[src/rtl/spi_eng_pkg.sv]
package spi_eng_pkg;
  localparam int unsigned CTL_TX_OFF = 0;
  localparam int unsigned CTL_RX_OFF = 1;
  localparam int unsigned CTL_MSB    = 4;
  localparam int unsigned CTL_PH     = 5;   // set = phase 0
  localparam int unsigned CTL_POL    = 6;
  localparam int unsigned CTL_LOOP   = 7;
  localparam int unsigned CTL_LEN_LO = 16;
  localparam int unsigned CTL_LEN_W  = 5;
  localparam int unsigned CTL_IDLE   = 23;

  typedef struct packed {
    logic                 tx_on;
    logic                 rx_on;
    logic                 msb_first;
    logic                 cpha;
    logic                 cpol;
    logic                 loop_en;
    logic                 idle_lvl;
    logic [CTL_LEN_W-1:0] len_m1;
  } eng_cfg_t;

  function automatic eng_cfg_t decode_ctl(input logic [31:0] c);
    eng_cfg_t r;
    r.tx_on     = ~c[CTL_TX_OFF];
    r.rx_on     = ~c[CTL_RX_OFF];
    r.msb_first = c[CTL_MSB];
    r.cpha      = ~c[CTL_PH];
    r.cpol      = c[CTL_POL];
    r.loop_en   = c[CTL_LOOP];
    r.idle_lvl  = c[CTL_IDLE];
    r.len_m1    = c[CTL_LEN_LO +: CTL_LEN_W];
    return r;
  endfunction
endpackage

[src/rtl/spi_baud_tick.sv]
module spi_baud_tick #(
  parameter int BAUD_W = 16
) (
  input  logic              clk_i,
  input  logic              rst_ni,
  input  logic              load_i,
  input  logic              run_i,
  input  logic [BAUD_W-1:0] baud_i,
  output logic              tick_o
);
  logic [BAUD_W-1:0] reload_q, cnt_q;

  always_ff @(posedge clk_i or negedge rst_ni) begin
    if (!rst_ni) begin
      reload_q <= '0;
      cnt_q    <= '0;
    end else if (load_i) begin
      reload_q <= baud_i;
      cnt_q    <= baud_i;
    end else if (run_i) begin
      cnt_q <= (cnt_q == '0) ? reload_q : cnt_q - BAUD_W'(1);
    end
  end

  assign tick_o = run_i && (cnt_q == '0);

  assert_cnt_bound_R2: assert property (@(posedge clk_i) disable iff (!rst_ni)
    cnt_q <= reload_q);
  assert_reload_R2: assert property (@(posedge clk_i) disable iff (!rst_ni)
    (tick_o && !load_i) |=> (cnt_q == reload_q));
endmodule

[src/rtl/spi_hold_buf.sv]
module spi_hold_buf #(
  parameter int DATA_W = 32
) (
  input  logic              clk_i,
  input  logic              rst_ni,
  input  logic              en_i,
  input  logic              push_valid_i,
  input  logic [DATA_W-1:0] push_data_i,
  output logic              push_ready_o,
  input  logic              pop_i,
  output logic              full_o,
  output logic [DATA_W-1:0] data_o
);
  logic              full_q;
  logic [DATA_W-1:0] data_q;

  assign push_ready_o = en_i && !full_q;

  always_ff @(posedge clk_i or negedge rst_ni) begin
    if (!rst_ni) begin
      full_q <= 1'b0;
      data_q <= '0;
    end else if (push_valid_i && push_ready_o) begin
      full_q <= 1'b1;
      data_q <= push_data_i;
    end else if (pop_i) begin
      full_q <= 1'b0;
    end
  end

  assign full_o = full_q;
  assign data_o = data_q;

  assert_pop_full_R10: assert property (@(posedge clk_i) disable iff (!rst_ni)
    pop_i |-> full_q);
  assert_hold_R10: assert property (@(posedge clk_i) disable iff (!rst_ni)
    (full_q && !pop_i) |=> full_q);
endmodule

[src/rtl/spi_shift_core.sv]
module spi_shift_core
  import spi_eng_pkg::*;
#(
  parameter int DATA_W = 32
) (
  input  logic              clk_i,
  input  logic              rst_ni,
  input  logic              start_i,
  input  logic [DATA_W-1:0] data_i,
  input  eng_cfg_t          cfg_i,
  input  logic              tick_i,
  input  logic              miso_i,
  output logic              active_o,
  output logic              end_o,
  output logic              sclk_o,
  output logic              mosi_o,
  output logic [DATA_W-1:0] rx_data_o,
  output logic              rx_valid_o
);
  localparam int I_W = $clog2(DATA_W);
  localparam int E_W = I_W + 2;

  eng_cfg_t          cfg_q;
  logic              active_q, sclk_q, rxv_q;
  logic [E_W-1:0]    e_q;
  logic [DATA_W-1:0] tx_q, rx_q, rx_out_q, rx_next;

  logic [E_W-1:0] len_w, last_e, oe;
  logic [I_W-1:0] lm1, o_idx, o_phys, s_idx, s_phys;
  logic           drive_ok, out_bit, in_bit, smp, end_w;

  assign len_w  = E_W'(cfg_q.len_m1) + E_W'(1);
  assign last_e = {len_w[E_W-2:0], 1'b0} - E_W'(1);
  assign lm1    = I_W'(cfg_q.len_m1);
  // phase 1 presents bit k after edge 2k
  assign oe     = cfg_q.cpha ? e_q - E_W'(1) : e_q;
  assign o_idx  = oe[I_W:1];
  assign s_idx  = e_q[I_W:1];
  assign o_phys = cfg_q.msb_first ? lm1 - o_idx : o_idx;
  assign s_phys = cfg_q.msb_first ? lm1 - s_idx : s_idx;

  assign drive_ok = active_q && !(cfg_q.cpha && e_q == '0);
  assign out_bit  = tx_q[o_phys];
  assign mosi_o   = (drive_ok && cfg_q.tx_on) ? out_bit
                  : (active_q ? cfg_q.idle_lvl : cfg_i.idle_lvl);
  assign in_bit   = cfg_q.loop_en ? mosi_o : miso_i;
  assign smp      = tick_i && (cfg_q.cpha ? e_q[0] : !e_q[0]);
  assign end_w    = tick_i && (e_q == last_e);

  always_comb begin
    rx_next = rx_q;
    if (smp) rx_next[s_phys] = in_bit;
  end

  always_ff @(posedge clk_i or negedge rst_ni) begin
    if (!rst_ni) begin
      cfg_q    <= '0;
      active_q <= 1'b0;
      sclk_q   <= 1'b0;
      rxv_q    <= 1'b0;
      e_q      <= '0;
      tx_q     <= '0;
      rx_q     <= '0;
      rx_out_q <= '0;
    end else begin
      rxv_q <= 1'b0;
      if (tick_i) begin
        sclk_q <= ~sclk_q;
        e_q    <= e_q + E_W'(1);
        rx_q   <= rx_next;
      end
      if (end_w) begin
        active_q <= 1'b0;
        if (cfg_q.rx_on) begin
          rx_out_q <= rx_next;
          rxv_q    <= 1'b1;
        end
      end
      if (start_i) begin
        cfg_q    <= cfg_i;
        active_q <= 1'b1;
        e_q      <= '0;
        tx_q     <= data_i;
        rx_q     <= '0;
        sclk_q   <= cfg_i.cpol;
      end else if (!active_q) begin
        sclk_q <= cfg_i.cpol;
      end
    end
  end

  assign active_o   = active_q;
  assign end_o      = end_w;
  assign sclk_o     = sclk_q;
  assign rx_data_o  = rx_out_q;
  assign rx_valid_o = rxv_q;

  assert_sclk_hold_R2: assert property (@(posedge clk_i) disable iff (!rst_ni)
    (active_q && !tick_i && !start_i) |=> (sclk_q == $past(sclk_q)));
  assert_rxv_pulse_R11: assert property (@(posedge clk_i) disable iff (!rst_ni)
    rxv_q |=> !rxv_q);
  assert_rxv_rxon_R8: assert property (@(posedge clk_i) disable iff (!rst_ni)
    rxv_q |-> ($past(cfg_q.rx_on) && $past(active_q)));
  assert_sclk_rest_R3: assert property (@(posedge clk_i) disable iff (!rst_ni)
    $fell(active_q) |-> (sclk_q == $past(cfg_q.cpol)));
endmodule

[src/rtl/spi_shift_engine.sv]
module spi_shift_engine
  import spi_eng_pkg::*;
#(
  parameter int DATA_W = 32,
  parameter int BAUD_W = 16
) (
  input  logic              clk_i,
  input  logic              rst_ni,
  input  logic [31:0]       ctrl_i,
  input  logic [BAUD_W-1:0] baud_i,
  input  logic [DATA_W-1:0] tx_data_i,
  input  logic              tx_valid_i,
  output logic              tx_ready_o,
  output logic [DATA_W-1:0] rx_data_o,
  output logic              rx_valid_o,
  output logic              busy_o,
  output logic              sclk_o,
  output logic              mosi_o,
  input  logic              miso_i
);
  eng_cfg_t          cfg_live;
  logic              en, buf_full, start, active, word_end, tick;
  logic [DATA_W-1:0] buf_data;
  logic              unused_ctl;

  assign cfg_live   = decode_ctl(ctrl_i);
  assign en         = cfg_live.tx_on || cfg_live.rx_on;
  assign unused_ctl = ^{ctrl_i[31:24], ctrl_i[22:21], ctrl_i[15:8], ctrl_i[3:2]};
  // queued word starts on the final edge of the running one
  assign start      = buf_full && (!active || word_end);
  assign busy_o     = active || buf_full;

  spi_hold_buf #(.DATA_W(DATA_W)) i_hold (
    .clk_i, .rst_ni,
    .en_i        (en),
    .push_valid_i(tx_valid_i),
    .push_data_i (tx_data_i),
    .push_ready_o(tx_ready_o),
    .pop_i       (start),
    .full_o      (buf_full),
    .data_o      (buf_data)
  );

  spi_baud_tick #(.BAUD_W(BAUD_W)) i_baud (
    .clk_i, .rst_ni,
    .load_i(start),
    .run_i (active),
    .baud_i(baud_i),
    .tick_o(tick)
  );

  spi_shift_core #(.DATA_W(DATA_W)) i_core (
    .clk_i, .rst_ni,
    .start_i   (start),
    .data_i    (buf_data),
    .cfg_i     (cfg_live),
    .tick_i    (tick),
    .miso_i    (miso_i),
    .active_o  (active),
    .end_o     (word_end),
    .sclk_o    (sclk_o),
    .mosi_o    (mosi_o),
    .rx_data_o (rx_data_o),
    .rx_valid_o(rx_valid_o)
  );

  assert_busy_accept_R10: assert property (@(posedge clk_i) disable iff (!rst_ni)
    (tx_valid_i && tx_ready_o) |=> busy_o);
  assert_both_off_R9: assert property (@(posedge clk_i) disable iff (!rst_ni)
    (ctrl_i[CTL_TX_OFF] && ctrl_i[CTL_RX_OFF]) |-> !tx_ready_o);
endmodule

[config.mk]
export PLATFORM = sky130hd
export DESIGN_NAME = spi_shift_engine
export DESIGN_NICKNAME = d
export VERILOG_FILES = /design/src/rtl/spi_eng_pkg.sv /design/src/rtl/spi_baud_tick.sv /design/src/rtl/spi_hold_buf.sv /design/src/rtl/spi_shift_core.sv /design/src/rtl/spi_shift_engine.sv
export SDC_FILE = /design/constraint.sdc
export NUM_CORES = 1
export LEC_CHECK = 0
export BUFFER_PORTS_ARGS = -buffer_cell sky130_fd_sc_hd__buf_4
export CAP_MARGIN = 20
export CORE_MARGIN = 2
export CORE_UTILIZATION = 28
export CTS_CLUSTER_DIAMETER = 150
export CTS_CLUSTER_SIZE = 20
export DETAILED_ROUTE_END_ITERATION = 8
export SYNTH_ARGS = -nofsm -noshare
export SYNTH_HDL_FRONTEND = slang
export SYNTH_HIERARCHICAL = 1
export SYNTH_SLANG_ARGS = --single-unit
export TNS_END_PERCENT = 5
[constraint.sdc]
create_clock -name clk_i -period 3.87 [get_ports clk_i]
set_input_delay 0.774 -clock clk_i [delete_from_list [all_inputs] [get_ports clk_i]]
set_output_delay 0.774 -clock clk_i [all_outputs]
set_load 0.03 [all_outputs]
* After elaboration in Yosys (flattened, before gate mapping)
Cells that the tools add are included.
** Word-level totals
- Logic and storage cells :: 87
- Register bits :: 182
- Input bits :: 84
- Output and inout port bits :: 37
** Cells by class
- Multiplexer cells :: 29
- Bitwise gates (word level) :: 4
- Equal/unequal tests :: 2
- Add/sub/neg operators :: 7
- $lt $le $gt $ge :: 3
- Reductions and logical operators :: 24
** Operators with widths (count)
- 32-bit 2-to-1 mux :: 3
- 16-bit 2-to-1 mux :: 3
- 32-bit bitwise mux :: 1
- 16-bit zero test :: 1
- 16-bit by 1-bit subtractor with 16-bit output (second input constant) :: 1
- 1-bit 2-to-1 mux :: 15
- 7-bit 2-to-1 mux :: 2
- 5-bit by 6-bit less-than comparator with 1-bit output (second input constant) :: 2
- 1-bit logical AND :: 10
- 5-bit 2-to-1 mux :: 2
- 5-bit subtractor :: 2
- 2-bit nonzero test :: 4
- 7-bit by 1-bit adder with 7-bit output (second input constant) :: 1
- 7-bit == test :: 1
- 7-bit zero test :: 1
- 7-bit by 1-bit subtractor with 7-bit output (second input constant) :: 1
- 5-bit by 1-bit adder with 6-bit output (second input constant) :: 1
- 6-bit 2-to-1 mux :: 1
- 6-bit by 1-bit subtractor with 6-bit output (second input constant) :: 1
- 1-bit binary-select mux with 5-bit select :: 1
- 1-bit demux with 5-bit select :: 1
- 5-bit by 1-bit greater-or-equal comparator with 1-bit output (second input constant) :: 1
- 1-bit zero test :: 4
- 1-bit inverter :: 4
- other kinds (3) :: 5

* Longest topological paths before layout
Gate-level depths: netlist of the first run.
- Depth in word-level cells :: 12
- Mapped depth :: 20
- Mapped depth without buffers :: 16

* Modules after synthesis
Netlist of the first run, hierarchy kept.
** Modules (own cells, without submodules)
- spi_shift_core :: times used 1, area each 6745.2 µm², cells an instance 614
- spi_baud_tick :: times used 1, area each 1876.8 µm², cells an instance 192
- spi_hold_buf :: times used 1, area each 1363.8 µm², cells an instance 72
- spi_shift_engine :: times used 1, area each 32.5 µm², cells an instance 7

* Worst setup path before layout of the first run
No wires, ideal clock.
- Path type :: reg-to-reg
- From :: reg i_baud.cnt_q[0]
- To :: reg i_baud.reload_q[15]
- Period minus slack after synthesis :: 4199 ps
- Buffers on the path :: 5
- Cell stages (with the launch flop) :: 18
- Library setup time :: 125 ps
- Path slack :: -329 ps
- Data arrival time :: 4074 ps
- Cells stage by stage :: dfrtp_1 inv_1 ha_1 or4b_2 or4_4 buf_6 buf_8 nor2_1 clkbuf_1 nand3_1 nor2_1 nand3_1 a21oi_1 inv_1 a21boi_1 clkbuf_1 buf_1 mux2_2
** On the way
- Longest elaborated chain between the ends :: 5
** Ends and longest elaborated chain
- start, declared :: line spi_baud_tick.sv:11 : logic [BAUD_W-1:0] reload_q, cnt_q;
- start signal, assigned :: line spi_baud_tick.sv:19 : cnt_q <= baud_i;
- start signal, assigned :: line spi_baud_tick.sv:21 : cnt_q <= (cnt_q == '0) ? reload_q : cnt_q - BAUD_W'(1);
- 16-bit zero test :: line spi_baud_tick.sv:25 : assign tick_o = run_i && (cnt_q == '0);
- 1-bit logical AND :: line spi_baud_tick.sv:25
- via tick :: line spi_shift_engine.sv:22 : logic en, buf_full, start, active, word_end, tick;
- 1-bit logical AND :: line spi_shift_core.sv:48 : assign end_w = tick_i && (e_q == last_e);
- via word_end :: line spi_shift_engine.sv:22
- 1-bit logical OR :: line spi_shift_engine.sv:30 : assign start = buf_full && (!active || word_end);
- 1-bit logical AND :: line spi_shift_engine.sv:30
- via start :: line spi_shift_engine.sv:22
- end signal, assigned :: line spi_baud_tick.sv:18 : reload_q <= baud_i;
- end, declared :: line spi_baud_tick.sv:11
The timed path passes the listed nets, and every way through them passes these cells.
A chain may end at the register's enable or synchronous reset.

* Final worst setup path of the first run
- From :: reg i_core.e_q[1]
- To :: out mosi_o
** On the way
- Longest elaborated chain between the ends :: 7
** Ends and longest elaborated chain
- start, declared :: line spi_shift_core.sv:25 : logic [E_W-1:0] e_q;
- start signal, assigned :: line spi_shift_core.sv:69 : e_q <= e_q + E_W'(1);
- 6-bit by 1-bit subtractor with 6-bit output :: line spi_shift_core.sv:36 : assign oe = cfg_q.cpha ? e_q - E_W'(1) : e_q;
- 6-bit 2-to-1 mux :: line spi_shift_core.sv:36
- 5-bit subtractor :: line spi_shift_core.sv:39 : assign o_phys = cfg_q.msb_first ? lm1 - o_idx : o_idx;
- 5-bit 2-to-1 mux :: line spi_shift_core.sv:39
- 1-bit binary-select mux with 5-bit select :: line spi_shift_core.sv:43 : assign out_bit = tx_q[o_phys];
- 1-bit 2-to-1 mux (not written as such) :: line spi_shift_core.sv:43
- 1-bit 2-to-1 mux * :: line spi_shift_core.sv:44 : assign mosi_o = (drive_ok && cfg_q.tx_on) ? out_bit
- end, declared :: line spi_shift_engine.sv:18 : output logic mosi_o,
Every way passes the cells marked *; elsewhere a longest branch is shown, timed or not. The select of a mux whose other input is x is not followed.

==> metrics, run 1 <==
outcome complete, but fails checks; failing checks negative setup slack; clock latency on the worst-skew pair 0.45 ns; All-Layer GR Usage 0.140; Worst-path clk slew 0.07 ns; EDFF count, synth 0; sequential-to-total area share from yosys stat 0.455; fin crit share 1.06; class of the worst hold path input port to asynchronous set/reset pin; drc violations 0; Routed WL 26,300 um; final slew viol count 0; switch share 0.289; die height 193 um; Worst Path Required 3.10 ns; vias 7,540; Routed Antenna Nets 0; total CTS buffers 17; Cells after Synth 885; placed insts 1,444; final hold violations 0; # IOs 121; Core ar. 35,400 sq um; Clock Root Buffer clkbuf_16; die area 37,300 sq um; most common cell after layout, fill and taps aside dfrtp_1; GRT met2 Usage 0.230; clock tree buffer depth 2; CP Class flop to primary output; Post-layout nets 1,134; combinational share of power 0.203; Yosys cell types 83; Rows 69; VDD IR max 0.297 mV; Layout Skew 0.0183 ns; average wire per standard cell 17.4 um; MaxCap Viol Count 0; Rel. slew slack 0.445; Syn Nets 984; iteration-0 DRC count of the detailed router 374; Mapped Area 10,000 sq um; detailed-router iteration count before antenna repair 5; Area Overhead vs Synth 27.6%; vias in the first global route 7,534; final hold slack 0.390 ns; Clock power frac 0.336; CP Max Fanout 6; Post-Layout Cell Count 1,510; Yosys top cell by area dfrtp_1; crit end category primary output; Post-DP HPWL 16,800 um; PnR worst setup slack -0.227 ns; startpoint class of the critical path flop; largest net degree at the start of global routing 81; Initial Util 0.283; grt total ovfl 0; Die W 193 um; post-synth top area share 0.455; routability congestion estimate 0.818; worst-margin pin slew 0.832 ns; CP Data Arrival Time 3.32 ns; Syn. warnings 6; RSZ-0062 raised after global routing yes; vias per std cell 4.99; TritonCTS clock tree built; Tmin final 4.10 ns; first-pass GRT wire length 40,900 um; final setup TNS -0.227 ns; met3 usage 0.0275; fillers 3,526; # H-tree levels 4; fraction of registers with async set/reset 1.00; initial antenna violation count 1; met1 usage in global routing 0.187; Final Setup Violations 1; Synth Flop Type dfrtp_1; global routing's busiest layer met2; share of layout cells above drive strength 1 0.385; Fmax 0.244 GHz; Switch Pwr 0.00149 W; I/O Buffers 100; Clock Sink Count 182; Int Power 0.00366 W; synth top area cells dfrtp_1 (45%), mux2_2 (6.3%), mux2_4 (4.6%), o41ai_2 (4.5%), nor2b_1 (2.6%); Flop pwr share 0.461; Lkg Pwr 5.31 nW; syn_area_per_cell 11.3 sq um; P per Cell Area 403 nW/um^2; most frequent cells in the layout dfrtp_1 (181), buf_4 (165), mux2_2 (56); Seq cells post-synth 182
-- routing by layer --
metal / up-vias / wire, um
met2: 168 / 12700
met3: 22 / 1050
li1: 3600 / -
met5: - / 0
met4: 0 / 415
met1: 3750 / 12100
-- worst paths after layout --
path / to / cells after the start / startpoint / slack (ns)
setup / recovery: mosi_o / 14 / i_core/e_q[1] / -0.23
hold / removal: i_baud/reload_q[1] / 1 / rst_ni / 0.39
min in group clk_i: i_core/rx_data_o[2] / 2 / i_core/rx_q[2] / 0.50
hold reg to reg: i_core/rx_data_o[2] / 2 / i_core/rx_q[2] / 0.50
max in group asynchronous: i_core/rx_data_o[8] / 2 / rst_ni / 2.68
setup reg to reg: i_core/rx_data_o[17] / 25 / i_core/e_q[1] / 0
-- critical path: stages (launching register included) --
cell and delay [ns]:
dfrtp_1 0.40, buf_6 0.14, or2_4 0.26, nand2_4 0.08
inv_4 0.04, ha_4 0.15, inv_2 0.05, fa_2 0.44
o21bai_4 0.24, buf_12 0.16, mux2i_1 0.29, mux2i_4 0.13
a21oi_4 0.18, a31o_4 0.18, buf_6 0.13
-- per-stage QoR --
step	setup slack, ns	instance area, sq um	util	total power (W)
floorplan	-0.0559	10000	-	0.00300
global route	-0.379	12800	0.361	0.00542
finish	-0.227	12800	0.361	0.00515
CTS	-0.256	12500	0.354	0.00517
global placement	0.0205	11500	0.326	0.00330
detailed placement	-0.0147	11500	0.326	0.00333
-- state kept, by name, summed over array words and instances (netlist names) --
register and count:
i_core/lm1 5, i_hold/full_o 1, i_baud/reload_q 16, i_core/active_o 1
i_core/sclk_o 1, i_core/rx_q 32, i_baud/cnt_q 16, i_core/tx_q 32
i_core/cfg_q 6, i_core/e_q 7, i_core/rx_data_o 32, i_core/rx_valid_o 1
i_hold/data_o 32
-- layout make-up --
type                       instances  area, sq um  area share
antenna                            1         2.50    0.000196
sequential                       182         4560       0.356
inverter                          34          130      0.0102
timing repair buffer             193         1720       0.135
multi-input combinational        607         5200       0.407
clock buffer                      19          453      0.0354
clock inverter                    13          135      0.0106
tap                              461          577      0.0451
-- power by group through the flow --
stage	sequential, W	clock [W]	combinational (W)
after floorplan	0.00233	0	0.000677
after global placement	0.00240	0	0.000908
after detailed placement	0.00240	0	0.000929
after CTS	0.00237	0.00178	0.00102
after global routing	0.00241	0.00187	0.00114
final	0.00237	0.00173	0.00105
-- synth_stat cells, types with 3 or more instances --
| cell | n |
|---|---|
| a21oi_1 | 14 |
| xor2_1 | 7 |
| o41ai_1 | 5 |
| a22oi_1 | 5 |
| o211ai_1 | 6 |
| inv_1 | 29 |
| buf_2 | 13 |
| nand2b_1 | 5 |
| o31a_1 | 3 |
| or4_1 | 4 |
| nor2_1 | 26 |
| dfrtp_1 | 182 |
| inv_2 | 4 |
| a21o_1 | 6 |
| buf_1 | 3 |
| or3_1 | 17 |
| a31oi_1 | 40 |
| mux2_4 | 31 |
| nand3_1 | 36 |
| a211oi_1 | 6 |
| ha_1 | 13 |
| buf_6 | 12 |
| nor4_1 | 5 |
| mux2i_1 | 22 |
| buf_4 | 3 |
| o22ai_1 | 5 |
| nand4_1 | 3 |
| nand3b_1 | 32 |
| xnor2_1 | 20 |
| o41ai_2 | 28 |
| mux2_2 | 56 |
| nor3_1 | 12 |
| o21ai_0 | 30 |
| o31ai_1 | 34 |
| nand2_1 | 43 |
| nor2b_1 | 41 |
| clkbuf_1 | 26 |
-- logic make-up after synthesis --
logic type | count (synthesis) | synth area share
mux | 109 | 0.131
xor+xnor | 28 | 0.0252
simple gates | 242 | 0.139
flops | 182 | 0.455
compound gates | 213 | 0.180
fa+ha+maj | 15 | 0.0202
buf+inv | 96 | 0.0501
-- repair_timing --
item / in CTS / in global routing
hold endpoints to repair: 0 / 0
buffers inserted: 23 / 10
setup endpoints to repair: 1 / 117
gates cloned: 3 / 3
pin swaps: 28 / 26
hold buffers: 0 / 0
resized for setup: 38 / 22
Power figures use the tool's default switching activity.
==> inputs of run 2 (changes only) <==
--- a/config.mk
+++ b/config.mk
@@ -5,6 +5,7 @@
 export SDC_FILE = /design/constraint.sdc
 export NUM_CORES = 1
 export LEC_CHECK = 0
+export ABC_AREA = 1
 export BUFFER_PORTS_ARGS = -buffer_cell sky130_fd_sc_hd__buf_4
 export CAP_MARGIN = 20
 export CORE_MARGIN = 2
==> run 2 against run 1 <==
The run now ends clean. Register-to-register slack gained 0.38 ns. Critical path depth grew 3. Setup slack gained 0.30 ns. Clock skew shrank 0.0055 ns. Highest routed layer unchanged.
==> metrics, run 2 <==
grt total ovfl 0 (unchanged); All-Layer GR Usage 0.139 (was 0.140); Yosys cell types 41 (was 83); Initial Util 0.285 (was 0.283); CP Class flop to primary output (unchanged); worst r2r src i_core/e_q[0] (was i_core/e_q[1]); fin crit share 0.982 (was 1.06); I/O Buffers 100 (unchanged); Syn. warnings 6 (unchanged); Worst-path clk slew 0.07 ns (about the same); vias per std cell 4.51 (was 4.99); TritonCTS clock tree built (unchanged); outcome finished clean (was complete, but fails checks); initial antenna violation count 0 (was 1); Rows 68 (was 69); Final Instance Area 11,800 sq um (was 12,800 sq um); most common cell after layout, fill and taps aside nand2_1 (was dfrtp_1); EDFF count, synth 0 (unchanged); most numerous cell in the Yosys netlist nand2_1 (was dfrtp_1); startpoint class of the critical path flop (unchanged); Core ar. 34,600 sq um (was 35,400 sq um); die height 192 um (was 193 um); most frequent cells in the layout nand2_1 (381), dfrtp_1 (182), buf_4 (122) (was dfrtp_1 (181), buf_4 (165), mux2_2 (56)); Rel. slew slack 0.355 (was 0.445); post-synth top area share 0.462 (was 0.455); Worst Path Required 3.10 ns (about the same); Routed Antenna Nets 0 (unchanged); vias 8,154 (was 7,540); final setup TNS 0 ns (was -0.227 ns); Mapped Area 9860 sq um (was 10,000 sq um); iteration-0 DRC count of the detailed router 448 (was 374); routability congestion estimate 0.841 (was 0.818); average wire per standard cell 13.4 um (was 17.4 um); cell family with most CP delay simple AND/OR/NAND/NOR gates (was compound AO/OA/AOI/OAI gates); worst-margin pin slew 0.967 ns (was 0.832 ns); CP bufs+invs 4 (was 5); Layout Skew 0.0128 ns (was 0.0183 ns); crit end category primary output (unchanged); P per Cell Area 427 nW/um^2 (was 403 nW/um^2); CP Data Arrival Time 3.03 ns (was 3.32 ns); top cells by count, synth nand2_1 (390), dfrtp_1 (182), nor2_1 (121), nand3_1 (104), inv_1 (89) (was dfrtp_1 (182), mux2_2 (56), nand2_1 (43), nor2b_1 (41), a31oi_1 (40)); CTS Hold Bufs 0 (unchanged); Yosys top cell by area dfrtp_1 (unchanged); reg2reg end i_core/rx_data_o[26] (was i_core/rx_data_o[17]); critical-path cell list inv_2, ha_4, inv_2, nand2_2, nand2_2, ha_4, inv_4, fa_2, or2_4, nand2_8, nand3_2, nand3_2, nand3_2, nand3_2, nand3_2, nand2_2, buf_6 (was buf_6, or2_4, nand2_4, inv_4, ha_4, inv_2, fa_2, o21bai_4, buf_12, mux2i_1, mux2i_4, a21oi_4, a31o_4, buf_6); Compound-Gate Fraction of Synth Area 0.0583 (was 0.180); DR WL met2 11,800 um (was 12,700 um); Tmin final 3.80 ns (was 4.10 ns); largest family of logic cells by synthesized area simple AND/OR/NAND/NOR gates (was compound AO/OA/AOI/OAI gates); diode count 0 (was 1); Util after Layout 0.342 (was 0.361); # IOs 121 (unchanged); highest routed layer met4 (unchanged); final hold violations 0 (unchanged); CP max-delay cell fa_2 (unchanged); RSZ-0062 raised after global routing yes (unchanged); Area Overhead vs Synth 20.1% (was 27.6%); vias in the first global route 8,144 (was 7,534); Routed WL 24,300 um (was 26,300 um); detailed-router iteration count before antenna repair 5 (unchanged); multiplexer share of the synthesized area 0 (was 0.131); slack of the worst reg-to-reg path 0.38 ns (was 0 ns); die area 36,700 sq um (was 37,300 sq um); VDD IR max 0.308 mV (was 0.297 mV); Final Setup Violations 0 (was 1); syn_area_per_cell 7.90 sq um (was 11.3 sq um); Cells after Synth 1,248 (was 885); Die W 192 um (was 193 um); clock latency on the worst-skew pair 0.44 ns (was 0.45 ns); CP Max Fanout 8 (was 6); Clock Sink Count 182 (unchanged); Syn Nets 1,347 (was 984); Synth Area in Adders 0.0205 (was 0.0202); Post-DP HPWL 17,000 um (was 16,800 um); CP peak stage delay 0.44 ns (about the same); drc violations 0 (unchanged); first-pass GRT wire length 40,800 um (was 40,900 um); Post-Synth XOR/XNOR Area 0.00977 (was 0.0252); class of the worst hold path input port to asynchronous set/reset pin (unchanged); total CTS buffers 17 (unchanged); fraction of registers with async set/reset 1.00 (unchanged); # H-tree levels 4 (unchanged); final slew viol count 0 (unchanged); largest net degree at the start of global routing 75 (was 81); final hold slack 0.335 ns (was 0.390 ns); Clock Root Buffer clkbuf_16 (unchanged); clock tree buffer depth 2 (unchanged); MaxCap Viol Count 0 (unchanged); Post-DP Area 11,100 sq um (was 11,500 sq um); Synth Area in Simple Gates 0.377 (was 0.139); synth top area cells dfrtp_1 (46%), nand2_1 (15%), nand3_1 (5.3%), nor2_1 (4.6%), nand2_4 (3.5%) (was dfrtp_1 (45%), mux2_2 (6.3%), mux2_4 (4.6%), o41ai_2 (4.5%), nor2b_1 (2.6%)); Metal-1 WL 11,300 um (was 12,100 um); met3 wire len 682 um (was 1050 um); fillers 3,607 (was 3,526); share of layout cells above drive strength 1 0.250 (was 0.385); Synth Flop Type dfrtp_1 (unchanged); Lkg Pwr 5.66 nW (was 5.31 nW); Fmax 0.263 GHz (was 0.244 GHz); worst reg2reg path depth 23 (was 25); Post-layout nets 1,439 (was 1,134); sequential-to-total area share from yosys stat 0.462 (was 0.455); Seq cells post-synth 182 (unchanged); most frequent cell on the critical path nand3_2 (was buf_6)
## run 2: cell count changes in the layout (fill, tap and decap cells not counted), sizes merged, moves of 39 or more
cell	delta
buf	-64
inv	+64
nor2	+103
nor2b	-41
a31oi	-39
nand3	+76
nand2	+417
mux2	-87
## run 2: what timing repair did
item / 4_1_cts / 5_1_grt
pin swaps: 12 / 17
setup buffers: 1 / 1
gates resized for setup: 21 / 32
setup endpoints to repair: 1 / 1
## run 2: per-layer routing
layer  up-vias  global-route usage
li1       4140                   -
met1      3868               0.179
met2       122               0.236
met3        24              0.0206
met4         0              0.0518
met5         -                   0
## run 2: area by class of cell
class,instances,area (sq um),share of cell area
multi-input cells,917,4830,0.408
clock buffers,18,439,0.0371
clock inverters,13,113,0.00950
inverters,96,365,0.0308
repair buffers,126,978,0.0826
flip-flops and latches,182,4550,0.384
well taps,455,569,0.0480
## run 2: worst max path at each step
stage,from,endpoint,slack (ns),cells past startpoint
6_report,i_core/e_q[0],mosi_o,0.07,17
5_1_grt,i_core/e_q[1],mosi_o,-0.10,16
4_1_cts,i_core/e_q[0],mosi_o,0.02,17
3_5_place_dp,i_core/e_q[0],mosi_o,0.13,17
3_3_place_gp,i_core/e_q[0],mosi_o,0.13,17
2_1_floorplan,i_core/e_q[1],mosi_o,0.40,16
## run 2: worst reg2reg max path, delay by kind of cell (launching register included)
family / cells / cell delay [ns]
AND/OR/NAND/NOR: 14 / 1.63
flip-flops: 1 / 0.38
adder cells (fa/ha/maj): 3 / 0.87
buffers and inverters: 6 / 0.55
## run 2: cells by family after synthesis
logic type | after synthesis
xor+xnor | 11
simple gates | 786
buf+inv | 149
fa+ha+maj | 15
flops | 182
compound gates | 105
## run 2: stage by stage
stage	std cells	setup WS [ns]	total power, W
finish	1807	0.0685	0.00506
global route	1807	-0.102	0.00538
CTS	1806	0.0164	0.00512
detailed placement	1774	0.128	0.00339
global placement	1774	0.131	0.00337
floorplan	1248	0.400	0.00314
## run 2: power by group
group          total (W)  switching, W  internal, W  leakage (nW)
clock network    0.00167      0.000809     0.000858         0.274
registers        0.00242      0.000278      0.00214          2.22
logic           0.000969      0.000533     0.000436          3.17
total            0.00506       0.00162      0.00344          5.66
==> inputs of run 3 (changes only) <==
--- a/config.mk
+++ b/config.mk
@@ -5,7 +5,6 @@
 export SDC_FILE = /design/constraint.sdc
 export NUM_CORES = 1
 export LEC_CHECK = 0
-export ABC_AREA = 1
 export BUFFER_PORTS_ARGS = -buffer_cell sky130_fd_sc_hd__buf_4
 export CAP_MARGIN = 20
 export CORE_MARGIN = 2
==> constraint.sdc (replaced) <==
create_clock -name clk_i -period 4.59 [get_ports clk_i]
set_input_delay 0.918 -clock clk_i [delete_from_list [all_inputs] [get_ports clk_i]]
set_output_delay 0.918 -clock clk_i [all_outputs]
set_load 0.03 [all_outputs]
==> run 3 against run 2 <==
Flip-flop and latch count unchanged. Highest routed layer unchanged. Sequential share of layout area down 0.74 points. Power down 16%. Cell count down 19%. Clock power down 11%. Critical path type unchanged. Count of clock-buffer cells in the layout unchanged. Critical endpoint unchanged. Largest power group unchanged. Die area up 1.5%. Clock skew up 0.00097 ns. Global-route usage down 0.14 points. Setup slack better by 0.10 ns. Sequential power down 17%.
==> metrics, run 3 (synthesized netlist as in run 1, its figures left out) <==
CP Max Fanout 5 (was 8); Routed Antenna Nets 0 (unchanged); Min-Delay Path Depth 2; Routed WL 24,700 um (was 24,300 um); Initial Util 0.283 (was 0.285); drc violations 0 (unchanged); vias 7,179 (was 8,154); vias in the first global route 7,244 (was 8,144); first-pass GRT wire length 40,200 um (was 40,800 um); final hold violations 0 (unchanged); CP Data Arrival Time 3.50 ns (was 3.03 ns); TritonCTS clock tree built (unchanged); Post-Layout Cell Count 1,462 (was 1,807); vias per std cell 4.91 (was 4.51); Worst-path clk slew 0.07 ns (about the same); combinational share of power 0.177 (was 0.192); switch share 0.295 (was 0.320); largest net degree at the start of global routing 118 (was 75); final setup TNS 0 ns (unchanged); diode count 0 (unchanged); initial antenna violation count 0 (unchanged); crit end category primary output (unchanged); # H-tree levels 4 (unchanged); average wire per standard cell 16.9 um (was 13.4 um); Lkg Pwr 4.97 nW (was 5.66 nW); Layout Skew 0.0137 ns (was 0.0128 ns); placed insts 1,418 (was 1,774); Tmin final 4.42 ns; grt total ovfl 0 (unchanged); routability congestion estimate 0.804 (was 0.841); Post-DP HPWL 16,800 um (was 17,000 um); Clock power frac 0.352 (was 0.330); most common cell after layout, fill and taps aside dfrtp_1 (was nand2_1); met1 usage in global routing 0.192 (was 0.179); MaxCap Viol Count 0 (unchanged); clock tree buffer depth 2 (unchanged); # IOs 121 (unchanged); most frequent cells in the layout dfrtp_1 (182), buf_4 (140), mux2_2 (56) (was nand2_1 (381), dfrtp_1 (182), buf_4 (122)); class of the worst hold path flop to flop (was input port to asynchronous set/reset pin); RSZ-0062 raised after global routing no (was yes); Die W 193 um (was 192 um); Clock Sink Count 182 (unchanged); share of layout cells above drive strength 1 0.337 (was 0.250); Fmax 0.226 GHz; All-Layer GR Usage 0.138 (was 0.139); GRT met2 Usage 0.219 (was 0.236); P per Cell Area 351 nW/um^2 (was 427 nW/um^2); final slew viol count 0 (unchanged); CP Class flop to primary output (unchanged); worst-margin pin slew 0.999 ns (was 0.967 ns); Rows 69 (was 68); die area 37,300 sq um (was 36,700 sq um); I/O Buffers 100 (unchanged); global routing's busiest layer met2 (unchanged); iteration-0 DRC count of the detailed router 507 (was 448); Worst Path Required 3.67 ns (was 3.10 ns); worst reg2reg path depth 15 (was 23); CTS Hold Bufs 0 (unchanged); Flop pwr share 0.472 (was 0.479); Rel. slew slack 0.334 (was 0.355); fin crit share 0.962; Final Setup Violations 0 (unchanged); die height 193 um (was 192 um); total CTS buffers 17 (unchanged); Core ar. 35,400 sq um (was 34,600 sq um); Area Overhead vs Synth 20.6% (was 20.1%); outcome finished clean (unchanged); VDD IR max 0.218 mV (was 0.308 mV); Int Power 0.00299 W (was 0.00344 W); startpoint class of the critical path flop (unchanged); Clock Root Buffer clkbuf_16 (unchanged); Switch Pwr 0.00125 W (was 0.00162 W); met3 usage 0.0237 (was 0.0206); Post-layout nets 1,087 (was 1,439); detailed-router iteration count before antenna repair 5 (unchanged); clock latency on the worst-skew pair 0.44 ns (about the same)
## run 3: cell count changes in the layout (fill, tap and decap cells not counted), sizes merged, moves of 33 or more
| cell | change |
|---|---|
| nand2 | -417 |
| nand3 | -76 |
| or2 | -34 |
| a31oi | +39 |
| nor2b | +41 |
| o31ai | +35 |
| inv | -65 |
| mux2 | +87 |
| o41ai | +33 |
| nor2 | -103 |
## run 3: final timing paths
| path | start | end | slack (ns) |
|---|---|---|---|
| min in group asynchronous | rst_ni | i_hold/data_o[6] | 0.58 |
| hold / removal | i_core/rx_q[24] | i_core/rx_data_o[24] | 0.50 |
| setup / recovery | i_core/e_q[0] | mosi_o | 0.17 |
| hold reg to reg | i_core/rx_q[24] | i_core/rx_data_o[24] | 0.50 |
| setup reg to reg | i_baud/cnt_q[0] | i_baud/cnt_q[3] | 0.67 |
| max in group asynchronous | rst_ni | i_baud/reload_q[0] | 2.91 |
## run 3: worst max-delay path, stage by stage, from the launching register on
cell	delay (ns)
dfrtp_1	0.38
inv_1	0.09
ha_4	0.21
nand2_2	0.11
nand2_4	0.08
inv_2	0.07
ha_2	0.17
inv_1	0.05
fa_2	0.35
a21o_1	0.20
a21oi_2	0.17
xnor2_2	0.11
xnor2_2	0.17
o22ai_1	0.14
o211ai_1	0.13
and2_2	0.23
a31o_2	0.24
buf_4	0.17
## run 3: layer usage
| metal | vias to the layer above | wire length (um) |
|---|---|---|
| li1 | 3490 | - |
| met1 | 3533 | 11900 |
| met2 | 142 | 11400 |
| met3 | 14 | 1070 |
| met4 | 0 | 292 |
| met5 | - | 0 |
## run 3: power groups by stage
stage | combinational (W) | clock, W | sequential (W)
after CTS | 0.000738 | 0.00154 | 0.00200
final | 0.000749 | 0.00149 | 0.00200
after floorplan | 0.000570 | 0 | 0.00196
after global placement | 0.000708 | 0 | 0.00202
after global routing | 0.000821 | 0.00161 | 0.00204
after detailed placement | 0.000726 | 0 | 0.00203
## run 3: final cells by class
type                    count  area (sq um)
flip-flops and latches    182          4550
clock inverters            14           163
well taps                 461           577
fillers                  3568         23300
repair buffers            146          1160
clock buffers              18           439
inverters                  34           128
multi-input cells         607          5050
## run 3: repair_timing
action	in CTS	in global routing
setup endpoints to repair	1	1
pin swaps	1	5
resized for setup	4	10
setup buffers	4	8
## run 3: stage by stage
step           power (W)  utilization  hold WS, ns  area (sq um)  setup slack (ns)
2_1_floorplan    0.00253            -        0.463         10000             0.391
3_3_place_gp     0.00273        0.320        0.476         11300             0.345
3_5_place_dp     0.00276        0.320        0.486         11300             0.300
4_1_cts          0.00428        0.338        0.505         12000            0.0262
5_1_grt          0.00446        0.341        0.522         12100            0.0167
6_report         0.00424        0.341        0.502         12100             0.172
